==> config.mk <==
export PLATFORM = sky130hd
export DESIGN_NAME = ilv_dual_mem
export DESIGN_NICKNAME = d
export VERILOG_FILES = /design/src/rtl/ilv_pkg.sv /design/src/rtl/ilv_decode.sv /design/src/rtl/ilv_arbiter.sv /design/src/rtl/ilv_bank.sv /design/src/rtl/ilv_resp.sv /design/src/rtl/ilv_dual_mem.sv
export SDC_FILE = /design/constraint.sdc
export NUM_CORES = 2
export LEC_CHECK = 0
export BUFFER_PORTS_ARGS = -buffer_cell sky130_fd_sc_hd__buf_2
export CORE_MARGIN = 2
export CORE_UTILIZATION = 51
export DETAILED_ROUTE_END_ITERATION = 10
export GPL_ROUTABILITY_DRIVEN = 1
export PLACE_DENSITY = 0.67
export SYNTH_ARGS = -nofsm -noshare
export SYNTH_HDL_FRONTEND = slang
export SYNTH_SLANG_ARGS = --single-unit
==> constraint.sdc <==
create_clock -name clk -period 5.55 [get_ports clk]
set_clock_uncertainty 0.15 [all_clocks]
set_input_delay 1.665 -clock clk [delete_from_list [all_inputs] [get_ports clk]]
set_output_delay 1.665 -clock clk [all_outputs]
set_load 0.02 [all_outputs]
==> src/rtl/ilv_pkg.sv <==
package ilv_pkg;
    typedef enum logic [1:0] {
        SZ_BYTE = 2'd0,
        SZ_HALF = 2'd1,
        SZ_WORD = 2'd2,
        SZ_RSVD = 2'd3
    } acc_size_e;

    typedef enum logic {
        ARB_BOTH    = 1'b0,
        ARB_DEFER_B = 1'b1
    } arb_state_e;
endpackage

==> src/rtl/ilv_decode.sv <==
module ilv_decode
    import ilv_pkg::*;
#(
    parameter int NUM_BANKS = 4,
    parameter int ADDR_W    = 9,
    parameter int IDX_W     = $clog2(NUM_BANKS),
    parameter int ROW_W     = ADDR_W - IDX_W - 1
) (
    input  logic [1:0]           size,
    input  logic [ADDR_W-1:0]    addr,
    input  logic [31:0]          wdata,
    output logic                 bad,
    output logic [NUM_BANKS-1:0] mask,
    output logic [IDX_W-1:0]     idx,
    output logic [ROW_W-1:0]     row,
    output logic                 lane,
    output logic [1:0]           lane_be,
    output logic [15:0]          wd_even,
    output logic [15:0]          wd_odd
);
    acc_size_e sz;

    assign sz   = acc_size_e'(size);
    assign idx  = addr[IDX_W:1];
    assign row  = addr[ADDR_W-1:IDX_W+1];
    assign lane = addr[0];

    always_comb begin
        bad     = 1'b0;
        mask    = '0;
        lane_be = 2'b11;
        wd_even = wdata[15:0];
        wd_odd  = wdata[15:0];
        unique case (sz)
            SZ_BYTE: begin
                mask[idx] = 1'b1;
                lane_be   = addr[0] ? 2'b10 : 2'b01;
                wd_even   = {2{wdata[7:0]}};
                wd_odd    = {2{wdata[7:0]}};
            end
            SZ_HALF: begin
                bad = addr[0];
                if (!addr[0]) begin
                    mask[idx] = 1'b1;
                end
            end
            SZ_WORD: begin
                bad    = |addr[1:0];
                wd_odd = wdata[31:16];
                if (addr[1:0] == 2'b00) begin
                    mask[idx]               = 1'b1;
                    mask[idx + IDX_W'(1)]   = 1'b1;
                end
            end
            SZ_RSVD: begin
                bad = 1'b1;
            end
        endcase
    end
endmodule

==> src/rtl/ilv_arbiter.sv <==
module ilv_arbiter
    import ilv_pkg::*;
#(
    parameter int NUM_BANKS = 4
) (
    input  logic                 clk,
    input  logic                 rst_n,
    input  logic                 a_req,
    input  logic                 b_req,
    input  logic [NUM_BANKS-1:0] a_mask,
    input  logic [NUM_BANKS-1:0] b_mask,
    output logic                 a_go,
    output logic                 b_go
);
    arb_state_e state_q;
    arb_state_e state_d;
    logic       clash;

    assign clash = a_req && b_req && (|(a_mask & b_mask));

    always_ff @(posedge clk or negedge rst_n) begin
        if (!rst_n) begin
            state_q <= ARB_BOTH;
        end else begin
            state_q <= state_d;
        end
    end

    always_comb begin
        a_go    = 1'b0;
        b_go    = 1'b0;
        state_d = state_q;
        unique case (state_q)
            ARB_BOTH: begin
                a_go = a_req;
                b_go = b_req && !clash;
                if (clash) begin
                    state_d = ARB_DEFER_B;
                end
            end
            ARB_DEFER_B: begin
                b_go    = b_req;
                state_d = ARB_BOTH;
            end
        endcase
    end
endmodule

==> src/rtl/ilv_bank.sv <==
module ilv_bank #(
    parameter int ROW_W = 6,
    parameter int ROWS  = 1 << ROW_W
) (
    input  logic             clk,
    input  logic             en,
    input  logic             we,
    input  logic [1:0]       be,
    input  logic [ROW_W-1:0] row,
    input  logic [15:0]      wdata,
    output logic [15:0]      rdata
);
    logic [15:0] cells_q [ROWS];

    always_ff @(posedge clk) begin
        if (en) begin
            if (we) begin
                if (be[0]) begin
                    cells_q[row][7:0] <= wdata[7:0];
                end
                if (be[1]) begin
                    cells_q[row][15:8] <= wdata[15:8];
                end
            end else begin
                rdata <= cells_q[row];
            end
        end
    end
endmodule

==> src/rtl/ilv_resp.sv <==
module ilv_resp
    import ilv_pkg::*;
#(
    parameter int NUM_BANKS = 4,
    parameter int IDX_W     = $clog2(NUM_BANKS)
) (
    input  logic                        clk,
    input  logic                        rst_n,
    input  logic                        go,
    input  logic                        bad,
    input  logic                        we,
    input  logic [1:0]                  size,
    input  logic [IDX_W-1:0]            idx,
    input  logic                        lane,
    input  logic [NUM_BANKS-1:0][15:0]  bank_rd,
    output logic                        rvalid,
    output logic                        err,
    output logic [31:0]                 rdata
);
    logic             vld_q;
    logic             err_q;
    logic             rd_q;
    acc_size_e        sz_q;
    logic [IDX_W-1:0] idx_q;
    logic             lane_q;
    logic [15:0]      lo;
    logic [15:0]      hi;

    always_ff @(posedge clk or negedge rst_n) begin
        if (!rst_n) begin
            vld_q  <= 1'b0;
            err_q  <= 1'b0;
            rd_q   <= 1'b0;
            sz_q   <= SZ_BYTE;
            idx_q  <= '0;
            lane_q <= 1'b0;
        end else begin
            vld_q <= go;
            err_q <= go && bad;
            rd_q  <= go && !we && !bad;
            if (go) begin
                sz_q   <= acc_size_e'(size);
                idx_q  <= idx;
                lane_q <= lane;
            end
        end
    end

    assign lo = bank_rd[idx_q];
    assign hi = bank_rd[idx_q + IDX_W'(1)];

    always_comb begin
        rdata = '0;
        if (rd_q) begin
            unique case (sz_q)
                SZ_BYTE: rdata = {24'd0, lane_q ? lo[15:8] : lo[7:0]};
                SZ_HALF: rdata = {16'd0, lo};
                SZ_WORD: rdata = {hi, lo};
                SZ_RSVD: rdata = '0;
            endcase
        end
    end

    assign rvalid = vld_q;
    assign err    = err_q;
endmodule

==> src/rtl/ilv_dual_mem.sv <==
module ilv_dual_mem
    import ilv_pkg::*;
#(
    parameter int NUM_BANKS = 4,
    parameter int ROWS      = 64,
    parameter int IDX_W     = $clog2(NUM_BANKS),
    parameter int ROW_W     = $clog2(ROWS),
    parameter int ADDR_W    = ROW_W + IDX_W + 1
) (
    input  logic              clk,
    input  logic              rst_n,
    input  logic              a_req,
    input  logic              a_we,
    input  logic [1:0]        a_size,
    input  logic [ADDR_W-1:0] a_addr,
    input  logic [31:0]       a_wdata,
    output logic              a_ready,
    output logic              a_rvalid,
    output logic              a_err,
    output logic [31:0]       a_rdata,
    input  logic              b_req,
    input  logic              b_we,
    input  logic [1:0]        b_size,
    input  logic [ADDR_W-1:0] b_addr,
    input  logic [31:0]       b_wdata,
    output logic              b_ready,
    output logic              b_rvalid,
    output logic              b_err,
    output logic [31:0]       b_rdata
);
    logic                       a_bad, b_bad;
    logic [NUM_BANKS-1:0]       a_mask, b_mask;
    logic [IDX_W-1:0]           a_idx, b_idx;
    logic [ROW_W-1:0]           a_row, b_row;
    logic                       a_lane, b_lane;
    logic [1:0]                 a_be, b_be;
    logic [15:0]                a_wd_even, a_wd_odd, b_wd_even, b_wd_odd;
    logic                       a_go, b_go;
    logic [NUM_BANKS-1:0][15:0] bank_rd;

    ilv_decode #(.NUM_BANKS(NUM_BANKS), .ADDR_W(ADDR_W)) i_dec_a (
        .size(a_size), .addr(a_addr), .wdata(a_wdata),
        .bad(a_bad), .mask(a_mask), .idx(a_idx), .row(a_row), .lane(a_lane),
        .lane_be(a_be), .wd_even(a_wd_even), .wd_odd(a_wd_odd)
    );

    ilv_decode #(.NUM_BANKS(NUM_BANKS), .ADDR_W(ADDR_W)) i_dec_b (
        .size(b_size), .addr(b_addr), .wdata(b_wdata),
        .bad(b_bad), .mask(b_mask), .idx(b_idx), .row(b_row), .lane(b_lane),
        .lane_be(b_be), .wd_even(b_wd_even), .wd_odd(b_wd_odd)
    );

    ilv_arbiter #(.NUM_BANKS(NUM_BANKS)) i_arb (
        .clk(clk), .rst_n(rst_n),
        .a_req(a_req), .b_req(b_req),
        .a_mask(a_mask), .b_mask(b_mask),
        .a_go(a_go), .b_go(b_go)
    );

    for (genvar k = 0; k < NUM_BANKS; k++) begin : g_bank
        localparam bit ODD = (k % 2) == 1;
        logic             use_a, use_b, en, we;
        logic [1:0]       be;
        logic [ROW_W-1:0] row;
        logic [15:0]      wd;

        assign use_a = a_go && a_mask[k];
        assign use_b = b_go && b_mask[k];
        assign en    = use_a || use_b;

        always_comb begin
            if (use_a) begin
                we  = a_we;
                be  = a_be;
                row = a_row;
                wd  = ODD ? a_wd_odd : a_wd_even;
            end else begin
                we  = b_we && use_b;
                be  = b_be;
                row = b_row;
                wd  = ODD ? b_wd_odd : b_wd_even;
            end
        end

        ilv_bank #(.ROW_W(ROW_W), .ROWS(ROWS)) i_bank (
            .clk(clk), .en(en), .we(we), .be(be), .row(row),
            .wdata(wd), .rdata(bank_rd[k])
        );
    end

    ilv_resp #(.NUM_BANKS(NUM_BANKS)) i_resp_a (
        .clk(clk), .rst_n(rst_n), .go(a_go), .bad(a_bad), .we(a_we),
        .size(a_size), .idx(a_idx), .lane(a_lane), .bank_rd(bank_rd),
        .rvalid(a_rvalid), .err(a_err), .rdata(a_rdata)
    );

    ilv_resp #(.NUM_BANKS(NUM_BANKS)) i_resp_b (
        .clk(clk), .rst_n(rst_n), .go(b_go), .bad(b_bad), .we(b_we),
        .size(b_size), .idx(b_idx), .lane(b_lane), .bank_rd(bank_rd),
        .rvalid(b_rvalid), .err(b_err), .rdata(b_rdata)
    );

    assign a_ready = a_go;
    assign b_ready = b_go;
endmodule

==> results.json <==
{
  "whs_path_depth": 1,
  "cap_violations": 0,
  "worstHoldStart": "i_resp_b.lane_q",
  "whs_ns": 0.402,
  "critPathCaptureType": "output port",
  "area_growth_pct": 18.0,
  "ant_nets": 0,
  "synth_xor_area_share_pct": 0.0108,
  "layout_setup_ws_ns": 0.0368,
  "crit_fanout": 16,
  "setup_violations": 0,
  "clk_latency_ns": 0.99,
  "grt.total_usage_pct": 31.1,
  "vias": 107000,
  "status": "completed",
  "clock_path_buffers": 4,
  "cts.clk_slew.worst_paths_ns": 0.06,
  "ys.flop_type": "edfxtp_1",
  "gp_congestion": 1.00,
  "fp.dieH_um": 569,
  "maxSlewViolCount": 0,
  "cts_tree": "yes",
  "cpPeakStageDelay_ns": 1.07,
  "grt_antenna_before_repair": 33,
  "required_ns": 3.73,
  "h-tree-depth": 5,
  "gr-total-overflow": 0,
  "startpoint_type": "flop",
  "drive_gt1_share_pct": 19.1,
  "seq_area_frac_synth_pct": 77.1,
  "synthMuxAreaShare_pct": 1.39,
  "worstPathArrival_ns": 3.70,
  "yosysUniqueCellTypes": 66,
  "hold_class": "flop to flop",
  "peakVddDrop_mv": 0.259,
  "path_cells": "inv_1, nand3_1, a211oi_1, buf_2",
  "drt_iter0_markers": 16200,
  "yosys.area.top_type": "edfxtp_1",
  "p_per_area_nw_per_um2": 352,
  "reg2reg_slack_ns": 1.45,
  "wire_per_inst_um": 31.8,
  "cp.depth": 4,
  "postSynthAreaPerCell_sq_um": 15.4,
  "nNetsFinal": 11700,
  "start_util_pct": 51.2,
  "die_area_sq_um": 323000,
  "cts.sinks": 4177,
  "synth_top_family_by_area": "compound AO/OA/AOI/OAI gates",
  "critPathTopFamily": "compound AO/OA/AOI/OAI gates",
  "holdPathEnd": "i_resp_b.lane_q",
  "syn_area_sq_um": 163000,
  "hpwlAfterDp_um": 319000,
  "core_sq_um": 318000,
  "synthAdderAreaFrac_pct": 0.0846,
  "pre_cts_ws_ns": -0.398,
  "synthArstFlopShare_pct": 0.407,
  "yosys_warnings": 0,
  "die_w_um": 569,
  "crit_slowest_cell": "a211oi_1",
  "reg2reg_from": "i_arb.state_q",
  "synth.area.top_cells": "edfxtp_1 77%, o21ai_0 5.4%, a22o_1 4.6%",
  "r2r_end": "g_bank[3].i_bank.rdata[2]",
  "syn_inst": 10500,
  "grt_max_degree": 114,
  "r2r_cells": 11,
  "hold_viol_final": 0,
  "synth-simple-area-share_pct": 5.78,
  "synth_nets": 10600,
  "worstMarginPinSlew_ns": 1.37,
  "ctsRootBufferMaster": "clkbuf_16",
  "grt_pass1_wl_um": 733000,
  "drc_errors": 0,
  "first_global_vias": 103000,
  "wl_um": 513000,
  "period_share_pct": 99.3,
  "avgViaCountPerCell": 6.62,
  "p_leak_uw": 0.0625,
  "portBuffers": 161,
  "rsz0062_at_grt": "false",
  "max_slew_margin_pct": 8.00,
  "setup_tns_ns": 0,
  "numCtsBuffers": 407,
  "synth_edf_count": 4160,
  "period_needed_ns": 5.51,
  "netlist.area_leader.share_pct": 76.8,
  "num_io_pins": 162,
  "ys_seq_elements": 4177,
  "crit_type": "flop to output port",
  "dr.pass1.iters": 6,
  "critPathBufInv": 2,
  "synth-compound-area-share_pct": 13.7,
  "fmax_mhz": 181,
  "rows": 207
}
power breakdown:
part,switching (uW),total [uW],leakage [uW],internal (uW)
registers,97.7,35300,0.0373,35200
clock network,11800,27400,0.00642,15600
logic,3380,4830,0.0188,1450
how the worst max path moves through the flow:
stage | startpoint | endpoint
finish | i_resp_a.sz_q[0] | a_rdata[18]
detailed placement | b_addr[1] | b_ready
floorplan | a_addr[0] | g_bank[1].i_bank.cells_q[0][10]
global placement | b_addr[1] | b_ready
CTS | b_addr[1] | b_ready
global route | i_resp_b.idx_q[1] | b_rdata[4]
timing repair:
item | in CTS | in global routing
hold buffers | 0 | 0
hold endpoints to repair | 0 | 0
pin swaps | 1 | 0
endpoints found under the setup margin | 1 | 3
cloned | 0 | 0
buffers inserted | 1 | 0
gates resized for setup | 2 | 9
through the flow:
step	total power [uW]	cells	area, sq um	utilization, %
detailed placement	40600	15400	179000	56.2
CTS	67500	16100	192000	60.4
global route	69100	16100	192000	60.4
global placement	40500	15400	179000	56.2
finish	67500	16100	192000	60.4
floorplan	38200	10500	163000	-
synth_stat cells, types with 64 or more instances:
cell,n
nor3_1,551
nand2_1,137
or4_1,64
o22ai_1,220
nor2_1,529
nand4_1,433
a21oi_1,99
a22oi_1,303
a22o_1,860
mux2i_1,176
edfxtp_1,4160
buf_2,94
o21ai_0,1741
clkbuf_1,615
buf_1,93
layer usage:
layer  track usage [%]  vias to the layer above  part of all wire (%)
met5                 0                        -                 0.023
met4              17.6                       20                   6.4
met3              6.65                     1131                    12
met2              48.2                     7143                    46
met1              41.1                    53700                    36
li1                  -                    44700                     -
cell families (layout without fill, tap and decap cells):
| family | Yosys count | after routing |
|---|---|---|
| multiplexers | 220 | 220 |
| AO/OA/AOI/OAI | 3446 | 3446 |
| buffers and inverters | 827 | 2214 |
| flip-flops | 4177 | 4177 |
| adder cells (fa/ha/maj) | 11 | 11 |
| AND/OR/NAND/NOR | 1856 | 1856 |
| other | 0 | 25 |
| XOR/XNOR | 2 | 2 |
cell type report:
type                            instances  area [sq um]
Inverter                               15          57.6
Sequential cell                      4177        125000
Tap cell                             4180          5230
Multi-Input combinational cell       5535         35400
Clock inverter                        262          2540
Clock buffer                          482         10600
Fill cell                           23000        126000
Antenna cell                           25          62.6
Timing Repair Buffer                 1455         12700
registers in the layout, indices dropped and copies added (netlist names), 2 cells and up:
register	cells
g_bank.i_bank.rdata	64
i_resp_b.idx_q	2
i_resp_a.idx_q	2
i_resp_b.sz_q	2
i_resp_a.sz_q	2
g_bank.i_bank.cells_q	4096
cells in the final DEF, fill, tap and decap left out, types with 177 or more instances in the layout:
cell type  instances
buf_12           177
clkbuf_16        413
nor2_1           515
nor3_1           533
edfxtp_1        4160
o22ai_1          212
a22o_1           860
buf_4           1117
a22oi_1          301
nand4_1          433
o21ai_0         1741
No activity file was read; power rests on OpenSTA's default activity.
